**config.mk**
```make
export PLATFORM = sky130hd
export DESIGN_NAME = bus_cycle_ctrl
export DESIGN_NICKNAME = d
export VERILOG_FILES = /design/src/rtl/bcc_pkg.sv /design/src/rtl/bcc_next_state.sv /design/src/rtl/bcc_attr_latch.sv /design/src/rtl/bcc_out_reg.sv /design/src/rtl/bus_cycle_ctrl.sv
export SDC_FILE = /design/constraint.sdc
export NUM_CORES = 1
export LEC_CHECK = 0
export ABC_AREA = 1
export BUFFER_PORTS_ARGS = -buffer_cell sky130_fd_sc_hd__clkbuf_2
export CAP_MARGIN = 20
export CORE_AREA = 5 5 42 44
export DETAILED_ROUTE_END_ITERATION = 10
export DIE_AREA = 0 0 47 49
export PLACE_DENSITY = 0.47
export SYNTH_ARGS = -nofsm -noshare
export SYNTH_HDL_FRONTEND = slang
export SYNTH_SLANG_ARGS = --single-unit
```
**constraint.sdc**
```tcl
create_clock -name clk -period 1.2 [get_ports clk]
set_input_delay 0.06 -clock clk [delete_from_list [all_inputs] [get_ports clk]]
set_output_delay 0.06 -clock clk [all_outputs]
set_load 0.03 [all_outputs]
```
**src/rtl/bcc_pkg.sv**
```systemverilog
package bcc_pkg;

    typedef enum logic [2:0] {
        BC_IDLE   = 3'd0,
        BC_WAIT   = 3'd1,
        BC_ASETUP = 3'd2,
        BC_AHOLD  = 3'd3,
        BC_DATA   = 3'd4
    } bc_state_e;

    typedef struct packed {
        logic grant;
        logic busy;
        logic lock;
    } bc_arb_t;

    typedef struct packed {
        logic addr_stb;
        logic data_stb;
        logic occupied;
    } bc_strb_t;

    function automatic logic bus_free(bc_arb_t a);
        return a.grant && !a.busy && !a.lock;
    endfunction

    function automatic bc_strb_t strobe_decode(bc_state_e s);
        bc_strb_t r;
        r.addr_stb = (s == BC_ASETUP) || (s == BC_AHOLD);
        r.data_stb = (s == BC_DATA);
        r.occupied = r.addr_stb || r.data_stb;
        return r;
    endfunction

endpackage

```
**src/rtl/bcc_next_state.sv**
```systemverilog
module bcc_next_state
    import bcc_pkg::*;
(
    input  bc_state_e cur,
    input  logic      req,
    input  logic      free,
    input  logic      rdy_addr,
    input  logic      rdy_data,
    output bc_state_e nxt,
    output logic      accept,
    output logic      finish
);
    always_comb begin
        nxt    = cur;
        accept = 1'b0;
        finish = 1'b0;
        unique case (cur)
            BC_IDLE: begin
                if (req) begin
                    accept = 1'b1;
                    nxt    = free ? BC_ASETUP : BC_WAIT;
                end
            end
            BC_WAIT: begin
                if (free) nxt = BC_ASETUP;
            end
            BC_ASETUP: nxt = BC_AHOLD;
            BC_AHOLD: begin
                if (rdy_addr) nxt = BC_DATA;
            end
            BC_DATA: begin
                if (rdy_data) begin
                    finish = 1'b1;
                    if (!req) begin
                        nxt = BC_IDLE;
                    end else begin
                        accept = 1'b1;
                        nxt    = free ? BC_ASETUP : BC_WAIT;
                    end
                end
            end
            default: nxt = BC_IDLE;
        endcase
    end
endmodule

```
**src/rtl/bcc_attr_latch.sv**
```systemverilog
module bcc_attr_latch #(
    parameter int ATTR_W = 2
) (
    input  logic              clk,
    input  logic              rst,
    input  logic              accept,
    input  logic [ATTR_W-1:0] attr_in,
    output logic [ATTR_W-1:0] attr_q
);
    for (genvar b = 0; b < ATTR_W; b++) begin : g_bit
        always_ff @(posedge clk) begin
            if (rst)         attr_q[b] <= 1'b0;
            else if (accept) attr_q[b] <= attr_in[b];
        end
    end
endmodule

```
**src/rtl/bcc_out_reg.sv**
```systemverilog
module bcc_out_reg
    import bcc_pkg::*;
(
    input  logic      clk,
    input  logic      rst,
    input  bc_state_e nxt,
    input  logic      finish,
    output logic      addr_stb,
    output logic      data_stb,
    output logic      occupied,
    output logic      done
);
    bc_strb_t dec;
    assign dec = strobe_decode(nxt);

    always_ff @(posedge clk) begin
        if (rst) begin
            addr_stb <= 1'b0;
            data_stb <= 1'b0;
            occupied <= 1'b0;
            done     <= 1'b0;
        end else begin
            addr_stb <= dec.addr_stb;
            data_stb <= dec.data_stb;
            occupied <= dec.occupied;
            done     <= finish;
        end
    end
endmodule

```
**src/rtl/bus_cycle_ctrl.sv**
```systemverilog
module bus_cycle_ctrl
    import bcc_pkg::*;
#(
    parameter int ATTR_W = 2
) (
    input  logic              clk,
    input  logic              rst,
    input  logic              req_i,
    input  logic [ATTR_W-1:0] req_attr_i,
    input  logic              grant_i,
    input  logic              bus_busy_i,
    input  logic              bus_lock_i,
    input  logic              rdy_addr_i,
    input  logic              rdy_data_i,
    output logic              addr_stb_o,
    output logic              data_stb_o,
    output logic              busy_o,
    output logic              done_o,
    output logic [ATTR_W-1:0] cyc_attr_o
);
    bc_state_e state_q;
    bc_state_e state_d;
    bc_arb_t   arb;
    logic      free;
    logic      accept;
    logic      finish;

    assign arb.grant = grant_i;
    assign arb.busy  = bus_busy_i;
    assign arb.lock  = bus_lock_i;
    assign free      = bus_free(arb);

    bcc_next_state u_next (
        .cur      (state_q),
        .req      (req_i),
        .free     (free),
        .rdy_addr (rdy_addr_i),
        .rdy_data (rdy_data_i),
        .nxt      (state_d),
        .accept   (accept),
        .finish   (finish)
    );

    always_ff @(posedge clk) begin
        if (rst) state_q <= BC_IDLE;
        else     state_q <= state_d;
    end

    bcc_attr_latch #(.ATTR_W(ATTR_W)) u_attr (
        .clk     (clk),
        .rst     (rst),
        .accept  (accept),
        .attr_in (req_attr_i),
        .attr_q  (cyc_attr_o)
    );

    bcc_out_reg u_out (
        .clk      (clk),
        .rst      (rst),
        .nxt      (state_d),
        .finish   (finish),
        .addr_stb (addr_stb_o),
        .data_stb (data_stb_o),
        .occupied (busy_o),
        .done     (done_o)
    );
endmodule

```
==> impl_metrics.yaml <==
outcome:
  status: "finished clean"
sta:
  skew_ns: 0.002542
  tns_ns: 0
  slew_violations: 0
  rsz0062_at_grt: "false"
  max_clock_freq_mhz: 1031
  maxSlewHeadroom: 0.8178
  tightest_slew_ns: 0.2721
  fin_crit_ns: 0.9698
  finalSetupViolations: 0
  min_period_over_period: 0.8082
  final_hold_viol_count: 0
synthesis:
  syn_inst: 43
  ys_seq_area_frac: 0.5000
  ys_types: 13
  synth.top_cell.area_share: 0.5000
  yosys-top-cells-area: "dfxtp_1 (50%), nand2_1 (10%), inv_1 (7.3%)"
  syn_avg_cell_area_um2: 8.380
  syn_area_um2: 360.3
  synth_fp_nets: 53
  yosys.area.top_type: "dfxtp_1"
  synth-seq-cells: 9
  synth_warnings: 0
global_routing:
  grt_pass1_wl_um: 1352
  grt_usage: 0.08604
  gr-total-overflow: 0
  grt_pass1_vias: 316
  grt_start_max_net_pins: 6
  antenna_found_initial: 0
worst_setup_path:
  critPathArrivalTime_ns: 1.11
  cp_max_fo: 5
  slowest_stage: "dfxtp_1"
  r2r_cells: 3
  required_ns: 1.34
  reg2reg_to: "state_q[2]"
  end_kind: "flop"
  r2r_slack_ns: 0.23
  path_cells: "nor2_4, o211ai_1, inv_1"
  slowest_delay_ns: 0.42
  start_kind: "flop"
  rr_startpoint: "state_q[1]"
  worst-setup-path-type: "flop to flop"
drt:
  wl_per_cell_um: 9.974
  via_per_inst: 4.231
  drc: 0
  routed_wl_um: 778
  first_pass_iters: 4
  dr_total_vias: 330
  drt-initial-drc-count: 7
  ant_nets: 0
clock_tree:
  insertion_delay_ns: 0.26
  cts_tree: "yes"
  cts_sinks: 9
  cts.reportedPaths.clkPinSlew_ns: 0.06
  cts_buffers: 3
  cts_buffer_depth: 2
  cts_root_buffer: "clkbuf_4"
  htreeDepth: 1
  cts_resized: 0
  cts_setup_buffers: 0
  cts_hold_buffers: 0
power_and_ir_drop:
  switching_share: 0.2673
  pwr-share-comb: 0.141
  switchingPower_mw: 0.1733
  p_clk_frac: 0.365
  ir_worst_vdd_uv: 559.8
  p_int_mw: 0.4751
  power_density_nw_per_um2: 1346
  p_leak_nw: 0.2636
  power.total_mw: 0.6484
  power_frac_seq: 0.494
die:
  die_area_um2: 2303
  start_util: 0.2571
  pin_count: 16
  num_rows: 14
  die_height_um: 49
  die-width_um: 47
  core-area_um2: 1401
placed_design:
  dpl-instance-area_um2: 455.4
  io_buffers: 15
  dpl.hpwl_um: 613.5
  gp_congestion: 0.6269
worst_hold_path:
  min_from: "rst"
  holdPathStages: 2
  holdPathEnd: "state_q[0]"
  hp-class: "primary input to flop"
finish:
  n_fill_cell: 161
  drive_above_1_share: 0.3710
  diodes: 0
  nNetsFinal: 73
  syn_to_final_growth_pct: 33.68
  finalInstanceArea_um2: 481.7
run:
  drv_cap: 0
synth_stat cells:
cell type,number
nand2_1,10
dfxtp_1,9
nand4_1,2
nor2_1,3
nand3_1,3
nand3_2,2
nand3_4,1
a21oi_1,2
inv_1,7
o211ai_1,1
o21ai_1,1
nor2_4,1
nor2_2,1
cell usage in the layout (no fill, tap or decap):
master    synthesis  routed
o211ai_1          1       1
o21ai_1           1       1
nand4_1           2       2
nor2_1            3       3
clkbuf_2          0      15
clkbuf_1          0       1
nand3_2           2       2
nor2_4            1       1
nand3_1           3       3
a21oi_1           2       2
nand2_1          10      10
clkbuf_4          0       3
dfxtp_1           9       9
nand3_4           1       1
nor2_2            1       1
inv_1             7       7
cell type report:
cell class / count / area (um^2) / area share
sequential: 9 / 180.2 / 0.3740
multi-input combinational: 27 / 153.9 / 0.3195
timing repair buffer: 15 / 75.07 / 0.1558
inverter: 7 / 26.28 / 0.05455
tap: 16 / 20.02 / 0.04156
clock buffer: 4 / 26.28 / 0.05455
power by group through the flow:
stage	registers (mW)	clock network [mW]	logic [mW]
after detailed placement	0.327	0	0.0926
after floorplan	0.341	0	0.0451
after global routing	0.321	0.269	0.103
after CTS	0.320	0.252	0.0932
after global placement	0.328	0	0.0919
final	0.320	0.237	0.0914
state kept, by name, summed over array words and instances (netlist names):
name / cells
u_out.done: 1
state_q: 3
u_out.addr_stb: 1
u_out.data_stb: 1
u_out.occupied: 1
u_attr.attr_q: 2
cells by family (layout without fill, tap and decap cells):
family,count (synthesis),count (layout),share of synthesized area
AOI/OAI and AO/OA,4,4,0.06250
buffers and inverters,7,26,0.07293
DFF,9,9,0.5000
and+or+nand+nor,23,23,0.3646
worst max path at each step:
stage | startpoint | to | slack (ns) | cells after the start
finish | state_q[1] | state_q[2] | 0.23 | 3
detailed placement | state_q[1] | u_out.occupied | 0.23 | 3
global placement | state_q[1] | u_out.occupied | 0.20 | 3
floorplan | state_q[0] | u_out.occupied | 0.32 | 5
global route | state_q[2] | u_out.occupied | 0.11 | 5
CTS | state_q[1] | state_q[2] | 0.22 | 3
metrics by stage:
step / setup slack (ns) / util / hold slack (ns) / instances
finish: 0.2302 / 0.3438 / 0.03478 / 78
global route: 0.1108 / 0.3438 / 0.03627 / 78
CTS: 0.2212 / 0.3438 / 0.02823 / 78
detailed placement: 0.2344 / 0.3250 / 0.3118 / 74
global placement: 0.2025 / 0.3250 / 0.3096 / 74
floorplan: 0.3167 / - / 0.1269 / 43
metal layers:
| metal | GRT usage | share of wire |
|---|---|---|
| met1 | 0.1148 | 0.45 |
| met2 | 0.08824 | 0.36 |
| met3 | 0.07011 | 0.16 |
| met4 | 0.05530 | 0.028 |
| met5 | 0 | 0 |
critical path: cells and delay by family (launching register included):
kind	cells	cell delay, ns
AND/OR/NAND/NOR	1	0.09
AO/OA/AOI/OAI	1	0.26
buffers and inverters	1	0.08
flip-flops	1	0.42
Note: power is estimated with default switching activity, not from simulation.
